**src/rtl/alu_exec_pkg.sv**
```systemverilog
package alu_exec_pkg;

  localparam logic [5:0] OPC_REG   = 6'h00;
  localparam logic [5:0] OPC_ADDI  = 6'h08;
  localparam logic [5:0] OPC_ADDIU = 6'h09;
  localparam logic [5:0] OPC_SLTI  = 6'h0A;
  localparam logic [5:0] OPC_SLTIU = 6'h0B;
  localparam logic [5:0] OPC_ANDI  = 6'h0C;
  localparam logic [5:0] OPC_ORI   = 6'h0D;
  localparam logic [5:0] OPC_XORI  = 6'h0E;
  localparam logic [5:0] OPC_LUI   = 6'h0F;

  localparam logic [5:0] FN_SLL  = 6'h00;
  localparam logic [5:0] FN_SRL  = 6'h02;
  localparam logic [5:0] FN_SRA  = 6'h03;
  localparam logic [5:0] FN_SLLV = 6'h04;
  localparam logic [5:0] FN_SRLV = 6'h06;
  localparam logic [5:0] FN_SRAV = 6'h07;
  localparam logic [5:0] FN_ADD  = 6'h20;
  localparam logic [5:0] FN_ADDU = 6'h21;
  localparam logic [5:0] FN_SUB  = 6'h22;
  localparam logic [5:0] FN_SUBU = 6'h23;
  localparam logic [5:0] FN_AND  = 6'h24;
  localparam logic [5:0] FN_OR   = 6'h25;
  localparam logic [5:0] FN_XOR  = 6'h26;
  localparam logic [5:0] FN_NOR  = 6'h27;
  localparam logic [5:0] FN_SLT  = 6'h2A;
  localparam logic [5:0] FN_SLTU = 6'h2B;

  typedef enum logic [3:0] {
    OP_ADD, OP_SUB, OP_AND, OP_OR, OP_XOR, OP_NOR,
    OP_SLT, OP_SLTU, OP_SLL, OP_SRL, OP_SRA, OP_LUI
  } op_e;

  typedef struct packed {
    logic legal;
    op_e  op;
    logic use_imm;   // operand b from immediate
    logic imm_sext;  // sign- vs zero-extend
    logic amt_reg;   // shift amount from rs
    logic trap;      // overflow traps
    logic dst_rt;    // destination from rt field
  } ctrl_t;

endpackage

```
**src/rtl/alu_exec_decode.sv**
```systemverilog
module alu_exec_decode
  import alu_exec_pkg::*;
(
  input  logic [5:0] opcode_i,
  input  logic [5:0] funct_i,
  output ctrl_t      ctrl_o
);

  always_comb begin
    ctrl_o         = '0;
    ctrl_o.op      = OP_ADD;
    ctrl_o.dst_rt  = (opcode_i != OPC_REG);
    ctrl_o.use_imm = (opcode_i != OPC_REG);
    case (opcode_i)
      OPC_REG: begin
        ctrl_o.legal = 1'b1;
        case (funct_i)
          FN_SLL:  ctrl_o.op = OP_SLL;
          FN_SRL:  ctrl_o.op = OP_SRL;
          FN_SRA:  ctrl_o.op = OP_SRA;
          FN_SLLV: begin ctrl_o.op = OP_SLL; ctrl_o.amt_reg = 1'b1; end
          FN_SRLV: begin ctrl_o.op = OP_SRL; ctrl_o.amt_reg = 1'b1; end
          FN_SRAV: begin ctrl_o.op = OP_SRA; ctrl_o.amt_reg = 1'b1; end
          FN_ADD:  begin ctrl_o.op = OP_ADD; ctrl_o.trap = 1'b1; end
          FN_ADDU: ctrl_o.op = OP_ADD;
          FN_SUB:  begin ctrl_o.op = OP_SUB; ctrl_o.trap = 1'b1; end
          FN_SUBU: ctrl_o.op = OP_SUB;
          FN_AND:  ctrl_o.op = OP_AND;
          FN_OR:   ctrl_o.op = OP_OR;
          FN_XOR:  ctrl_o.op = OP_XOR;
          FN_NOR:  ctrl_o.op = OP_NOR;
          FN_SLT:  ctrl_o.op = OP_SLT;
          FN_SLTU: ctrl_o.op = OP_SLTU;
          default: ctrl_o.legal = 1'b0;
        endcase
      end
      OPC_ADDI:  begin ctrl_o.legal = 1'b1; ctrl_o.op = OP_ADD;  ctrl_o.imm_sext = 1'b1; ctrl_o.trap = 1'b1; end
      OPC_ADDIU: begin ctrl_o.legal = 1'b1; ctrl_o.op = OP_ADD;  ctrl_o.imm_sext = 1'b1; end
      OPC_SLTI:  begin ctrl_o.legal = 1'b1; ctrl_o.op = OP_SLT;  ctrl_o.imm_sext = 1'b1; end
      OPC_SLTIU: begin ctrl_o.legal = 1'b1; ctrl_o.op = OP_SLTU; ctrl_o.imm_sext = 1'b1; end
      OPC_ANDI:  begin ctrl_o.legal = 1'b1; ctrl_o.op = OP_AND; end
      OPC_ORI:   begin ctrl_o.legal = 1'b1; ctrl_o.op = OP_OR;  end
      OPC_XORI:  begin ctrl_o.legal = 1'b1; ctrl_o.op = OP_XOR; end
      OPC_LUI:   begin ctrl_o.legal = 1'b1; ctrl_o.op = OP_LUI; end
      default:   ctrl_o.legal = 1'b0;
    endcase
  end

endmodule

```
**src/rtl/alu_exec_addsub.sv**
```systemverilog
module alu_exec_addsub #(
  parameter int DATA_W = 32
) (
  input  logic [DATA_W-1:0] a_i,
  input  logic [DATA_W-1:0] b_i,
  input  logic              sub_i,
  output logic [DATA_W-1:0] sum_o,
  output logic              ovf_o,
  output logic              lt_s_o,
  output logic              lt_u_o
);

  localparam int MSB = DATA_W - 1;

  logic [DATA_W-1:0] b_eff;
  logic              carry;

  assign b_eff          = sub_i ? ~b_i : b_i;
  assign {carry, sum_o} = {1'b0, a_i} + {1'b0, b_eff} + {{DATA_W{1'b0}}, sub_i};

  // same-sign inputs to the adder, different-sign output
  assign ovf_o  = (a_i[MSB] == b_eff[MSB]) && (sum_o[MSB] != a_i[MSB]);
  assign lt_s_o = sum_o[MSB] ^ ovf_o;
  assign lt_u_o = ~carry;

endmodule

```
**src/rtl/alu_exec_shift.sv**
```systemverilog
module alu_exec_shift #(
  parameter int DATA_W  = 32,
  parameter int SHAMT_W = 5
) (
  input  logic [DATA_W-1:0]  data_i,
  input  logic [SHAMT_W-1:0] amt_i,
  input  logic               left_i,
  input  logic               arith_i,
  output logic [DATA_W-1:0]  data_o
);

  logic [DATA_W-1:0] stg [SHAMT_W+1];
  logic              fill;

  assign fill   = arith_i & data_i[DATA_W-1];
  assign stg[0] = data_i;

  // log shifter, one stage per amount bit
  for (genvar k = 0; k < SHAMT_W; k++) begin : g_stage
    localparam int S = 1 << k;
    assign stg[k+1] = !amt_i[k] ? stg[k]
                    : left_i    ? {stg[k][DATA_W-1-S:0], {S{1'b0}}}
                    :             {{S{fill}}, stg[k][DATA_W-1:S]};
  end

  assign data_o = stg[SHAMT_W];

endmodule

```
**src/rtl/alu_exec.sv**
```systemverilog
module alu_exec
  import alu_exec_pkg::*;
#(
  parameter  int DATA_W  = 32,
  parameter  int IMM_W   = 16,
  parameter  int REG_W   = 5,
  localparam int SHAMT_W = $clog2(DATA_W)
) (
  input  logic [5:0]         opcode_i,
  input  logic [5:0]         funct_i,
  input  logic [SHAMT_W-1:0] shamt_i,
  input  logic [IMM_W-1:0]   imm_i,
  input  logic [DATA_W-1:0]  rs_val_i,
  input  logic [DATA_W-1:0]  rt_val_i,
  input  logic [REG_W-1:0]   rd_idx_i,
  input  logic [REG_W-1:0]   rt_idx_i,
  output logic [DATA_W-1:0]  result_o,
  output logic [REG_W-1:0]   wr_idx_o,
  output logic               wr_en_o,
  output logic               ovf_exc_o,
  output logic               illegal_o
);

  localparam int EXT_W = DATA_W - IMM_W;

  ctrl_t             ctrl;
  logic [DATA_W-1:0] imm_ext, opb, sum, sh_res;
  logic              do_sub, ovf, lt_s, lt_u;
  logic [SHAMT_W-1:0] amt;

  alu_exec_decode i_decode (
    .opcode_i (opcode_i),
    .funct_i  (funct_i),
    .ctrl_o   (ctrl)
  );

  assign imm_ext = ctrl.imm_sext ? {{EXT_W{imm_i[IMM_W-1]}}, imm_i}
                                 : {{EXT_W{1'b0}}, imm_i};
  assign opb     = ctrl.use_imm ? imm_ext : rt_val_i;
  assign do_sub  = (ctrl.op == OP_SUB) || (ctrl.op == OP_SLT) || (ctrl.op == OP_SLTU);

  alu_exec_addsub #(.DATA_W(DATA_W)) i_addsub (
    .a_i    (rs_val_i),
    .b_i    (opb),
    .sub_i  (do_sub),
    .sum_o  (sum),
    .ovf_o  (ovf),
    .lt_s_o (lt_s),
    .lt_u_o (lt_u)
  );

  assign amt = ctrl.amt_reg ? rs_val_i[SHAMT_W-1:0] : shamt_i;

  alu_exec_shift #(.DATA_W(DATA_W), .SHAMT_W(SHAMT_W)) i_shift (
    .data_i  (rt_val_i),
    .amt_i   (amt),
    .left_i  (ctrl.op == OP_SLL),
    .arith_i (ctrl.op == OP_SRA),
    .data_o  (sh_res)
  );

  always_comb begin
    result_o = '0;
    if (ctrl.legal) begin
      case (ctrl.op)
        OP_ADD, OP_SUB: result_o = sum;
        OP_AND:  result_o = rs_val_i & opb;
        OP_OR:   result_o = rs_val_i | opb;
        OP_XOR:  result_o = rs_val_i ^ opb;
        OP_NOR:  result_o = ~(rs_val_i | opb);
        OP_SLT:  result_o = {{(DATA_W-1){1'b0}}, lt_s};
        OP_SLTU: result_o = {{(DATA_W-1){1'b0}}, lt_u};
        OP_SLL, OP_SRL, OP_SRA: result_o = sh_res;
        OP_LUI:  result_o = {imm_i, {EXT_W{1'b0}}};
        default: result_o = '0;
      endcase
    end
  end

  assign illegal_o = ~ctrl.legal;
  assign ovf_exc_o = ctrl.legal & ctrl.trap & ovf;
  assign wr_idx_o  = ctrl.dst_rt ? rt_idx_i : rd_idx_i;
  assign wr_en_o   = ctrl.legal & ~ovf_exc_o & (wr_idx_o != '0);

endmodule

```
**config.mk**
```make
export PLATFORM = sky130hd
export DESIGN_NAME = alu_exec
export DESIGN_NICKNAME = d
export VERILOG_FILES = /design/src/rtl/alu_exec_pkg.sv /design/src/rtl/alu_exec_decode.sv /design/src/rtl/alu_exec_addsub.sv /design/src/rtl/alu_exec_shift.sv /design/src/rtl/alu_exec.sv
export SDC_FILE = /design/constraint.sdc
export NUM_CORES = 1
export LEC_CHECK = 0
export BUFFER_PORTS_ARGS = -buffer_cell sky130_fd_sc_hd__buf_2
export CAP_MARGIN = 20
export CORE_UTILIZATION = 23
export DETAILED_ROUTE_END_ITERATION = 7
export PLACE_DENSITY = 0.47
export SLEW_MARGIN = 20
export SYNTH_ARGS = -nofsm -noshare
export SYNTH_HDL_FRONTEND = slang
export SYNTH_HIERARCHICAL = 1
export SYNTH_SLANG_ARGS = --single-unit
```
**constraint.sdc**
```tcl
create_clock -name vclk -period 7.5
set_input_delay 0.375 -clock vclk [all_inputs]
set_output_delay 0.375 -clock vclk [all_outputs]
set_load 0.02 [all_outputs]
```
==> flow_metrics.env <==
export IMPL_violations="design-rule violations"
export IMPL_cts_setup_buffers=0
export IMPL_internal_power_uw=257
export IMPL_via_count=11427
export IMPL_max_stage_delay_ns=0.78
export IMPL_synthTopCellsByCount="127 x a21oi_1, 124 x nor2_1, 111 x nand2_1"
export IMPL_final_util_pct=25.9
export IMPL_synth_distinct_cells=95
export IMPL_first_pass_iters=8
export IMPL_dpl_hpwl_mm=39.2
export IMPL_period_needed_ns=6.27
export IMPL_p_per_area_mw_per_mm2=67.0
export IMPL_hold_viol=0
export IMPL_diodes=0
export IMPL_seq_cells=0
export IMPL_path_class="input port to output pin"
export IMPL_dr_first_iter_drc_count=996
export IMPL_max_slew_margin_rel_pct=30.9
export IMPL_start_kind="input port"
export IMPL_placed_cells=1983
export IMPL_synth_top_area_share_pct=12.3
export IMPL_routed_wirelength_mm=48.8
export IMPL_fill_cells=4651
export IMPL_path_buf_inv=3
export IMPL_viasPerCell=5.76
export IMPL_finalNetCount=1656
export IMPL_start_util_pct=23.5
export IMPL_leakagePower_nw=4.72
export IMPL_synthCells=1386
export IMPL_outcome="complete, but fails checks"
export IMPL_nClkBuffers=0
export IMPL_netSwitchingFraction_pct=64.1
export IMPL_power_clock_fraction_pct=0
export IMPL_yosysTopAreaCell="ha_1"
export IMPL_dieArea_sq_mm=0.0428
export IMPL_placed_cell_area_sq_mm=0.0107
export IMPL_numPortBuffers=147
export IMPL_end_kind="output pin"
export IMPL_grt_usage_pct=22.4
export IMPL_cpLargestDelayFamily="simple AND/OR/NAND/NOR gates"
export IMPL_antenna_found_initial=0
export IMPL_wl_per_cell_um=24.6
export IMPL_slew_viol_final=0
export IMPL_worstPathCellList="buf_2 -> or4_4 -> or3_2 -> and3_1 -> a21oi_1 -> inv_1 -> xor2_1 -> ha_1 -> and3_1 -> and4_1 -> nand3_1 -> o32ai_2 -> a31oi_1 -> o21a_1 -> mux4_2 -> nand3b_1 -> a21oi_1 -> buf_2"
export IMPL_grt_overflow=0
export IMPL_syn_area_per_cell_sq_um=6.96
export IMPL_fin_crit_sh_pct=83.6
export IMPL_syn_area_sq_mm=0.00965
export IMPL_seqCellArea_sq_um=0
export IMPL_fmax_mhz=160
export IMPL_hold_path_class="input port to output pin"
export IMPL_route_detailed_drc=4
export IMPL_slowest_stage="or3_2"
export IMPL_grt_pass1_vias=10942
export IMPL_area_growth_pct=10.5
export IMPL_syn_nets=1589
export IMPL_synth_area_leaders="ha_1 12%, mux2i_1 7.9%, a21oi_1 6.6%"
export IMPL_rsz0062_at_grt="no"
export IMPL_die_h_um=207
export IMPL_drive_gt1_share_pct=19.2
export IMPL_finalSetupTns_ns=0
export IMPL_path_max_fanout=25
export IMPL_ir_worst_vdd_v=0.0000268
export IMPL_die_x_um=207
export IMPL_max_cap_violations=0
export IMPL_pin_count=147
export IMPL_rows=74
export IMPL_ctsResizeCount=0
export IMPL_finalSetupViolCount=0
export IMPL_worst_pin_slew_ns=1.03
export IMPL_worstPathArrival_ns=5.89
export IMPL_crit_required_ns=7.12
export IMPL_grt_start_max_net_pins=84
export IMPL_ys_seq_area_share_pct=0
export IMPL_core_area_sq_mm=0.0411
export IMPL_p_seq_share_pct=0
export IMPL_synth_most_common_cell="a21oi_1"
export IMPL_yosysWarnings=6
export IMPL_switchingPower_uw=458
export IMPL_routabilityCongestion=0.985
export IMPL_stdcell_area_sq_mm=0.0107
export IMPL_grt_pass1_wl_mm=72.4
export IMPL_final_cells=1983
export IMPL_combPwrFrac_pct=100.0
export IMPL_hold_buffers=0
export IMPL_antenna_left=0
-- layer usage --
metal / wire, um / up-vias / track usage (%) / share of wire, %
met3: 2420 / 63 / 1.00 / 5.0
li1: - / 5290 / - / -
met5: 0 / - / 0 / 0
met2: 23000 / 459 / 37.9 / 47
met1: 21600 / 5615 / 30.3 / 44
met4: 1820 / 0 / 7.09 / 3.7
-- worst paths after layout --
path,from,end,slack (ns),cells after the start
setup / recovery,opcode_i[1],result_o[0],1.23,18
hold / removal,rd_idx_i[2],wr_idx_o[2],1.12,3
-- cells by family (layout without fill, tap and decap cells) --
group / count (synthesis) / in the layout / share of synthesized area (%)
AO/OA/AOI/OAI: 494 / 494 / 35.2
buffers and inverters: 205 / 270 / 9.95
AND/OR/NAND/NOR: 389 / 389 / 19.3
adder cells (fa/ha/maj): 96 / 96 / 12.5
multiplexers: 142 / 142 / 17.6
XOR/XNOR: 60 / 60 / 5.45
-- cell usage in the layout, fill, tap and decap left out, types with 7 or more instances in the layout --
master	netlist	routed
inv_1	98	98
o22ai_1	29	29
or2_1	13	13
nand2b_1	20	20
a22oi_1	58	58
nor2b_1	10	9
nand3_1	24	24
buf_4	12	21
mux4_2	17	17
nor3_1	24	23
a31oi_1	25	25
a21oi_1	127	127
o221ai_2	9	9
xor2_1	41	41
o21a_1	22	22
buf_2	27	147
a22o_1	8	8
xnor2_1	19	19
and2_1	7	7
o211ai_1	11	11
nor2_1	124	123
mux2i_1	76	76
o21ai_1	10	10
nand3b_1	7	7
a21o_1	10	10
and3_1	11	11
a211oi_1	29	29
a2bb2oi_1	10	10
nand2_1	111	111
mux2_2	49	49
o21ai_0	65	64
o221ai_1	7	7
ha_1	95	95
-- metrics by stage --
step           setup slack, ns  power, mW  hold WS, ns
6_report                  1.23      0.715         1.12
5_1_grt                  0.935      0.770         1.12
4_1_cts                   1.32      0.704         1.12
3_5_place_dp              1.36      0.701         1.12
3_3_place_gp              1.49      0.704         1.12
2_1_floorplan             1.68      0.455        0.939
-- power by group through the flow --
stage,combinational [mW],sequential [mW],clock (mW)
floorplan,0.455,0,0
global placement,0.704,0,0
detailed placement,0.701,0,0
CTS,0.704,0,0
global route,0.770,0,0
finish,0.715,0,0
-- area by class of cell --
class              count  area (sq um)  share of cell area [%]
well taps            532           666                    6.24
inverters            101           379                    3.56
multi-input cells   1181          8700                    81.6
repair buffers       169           913                    8.57
No activity file was read; power rests on OpenSTA's default activity.
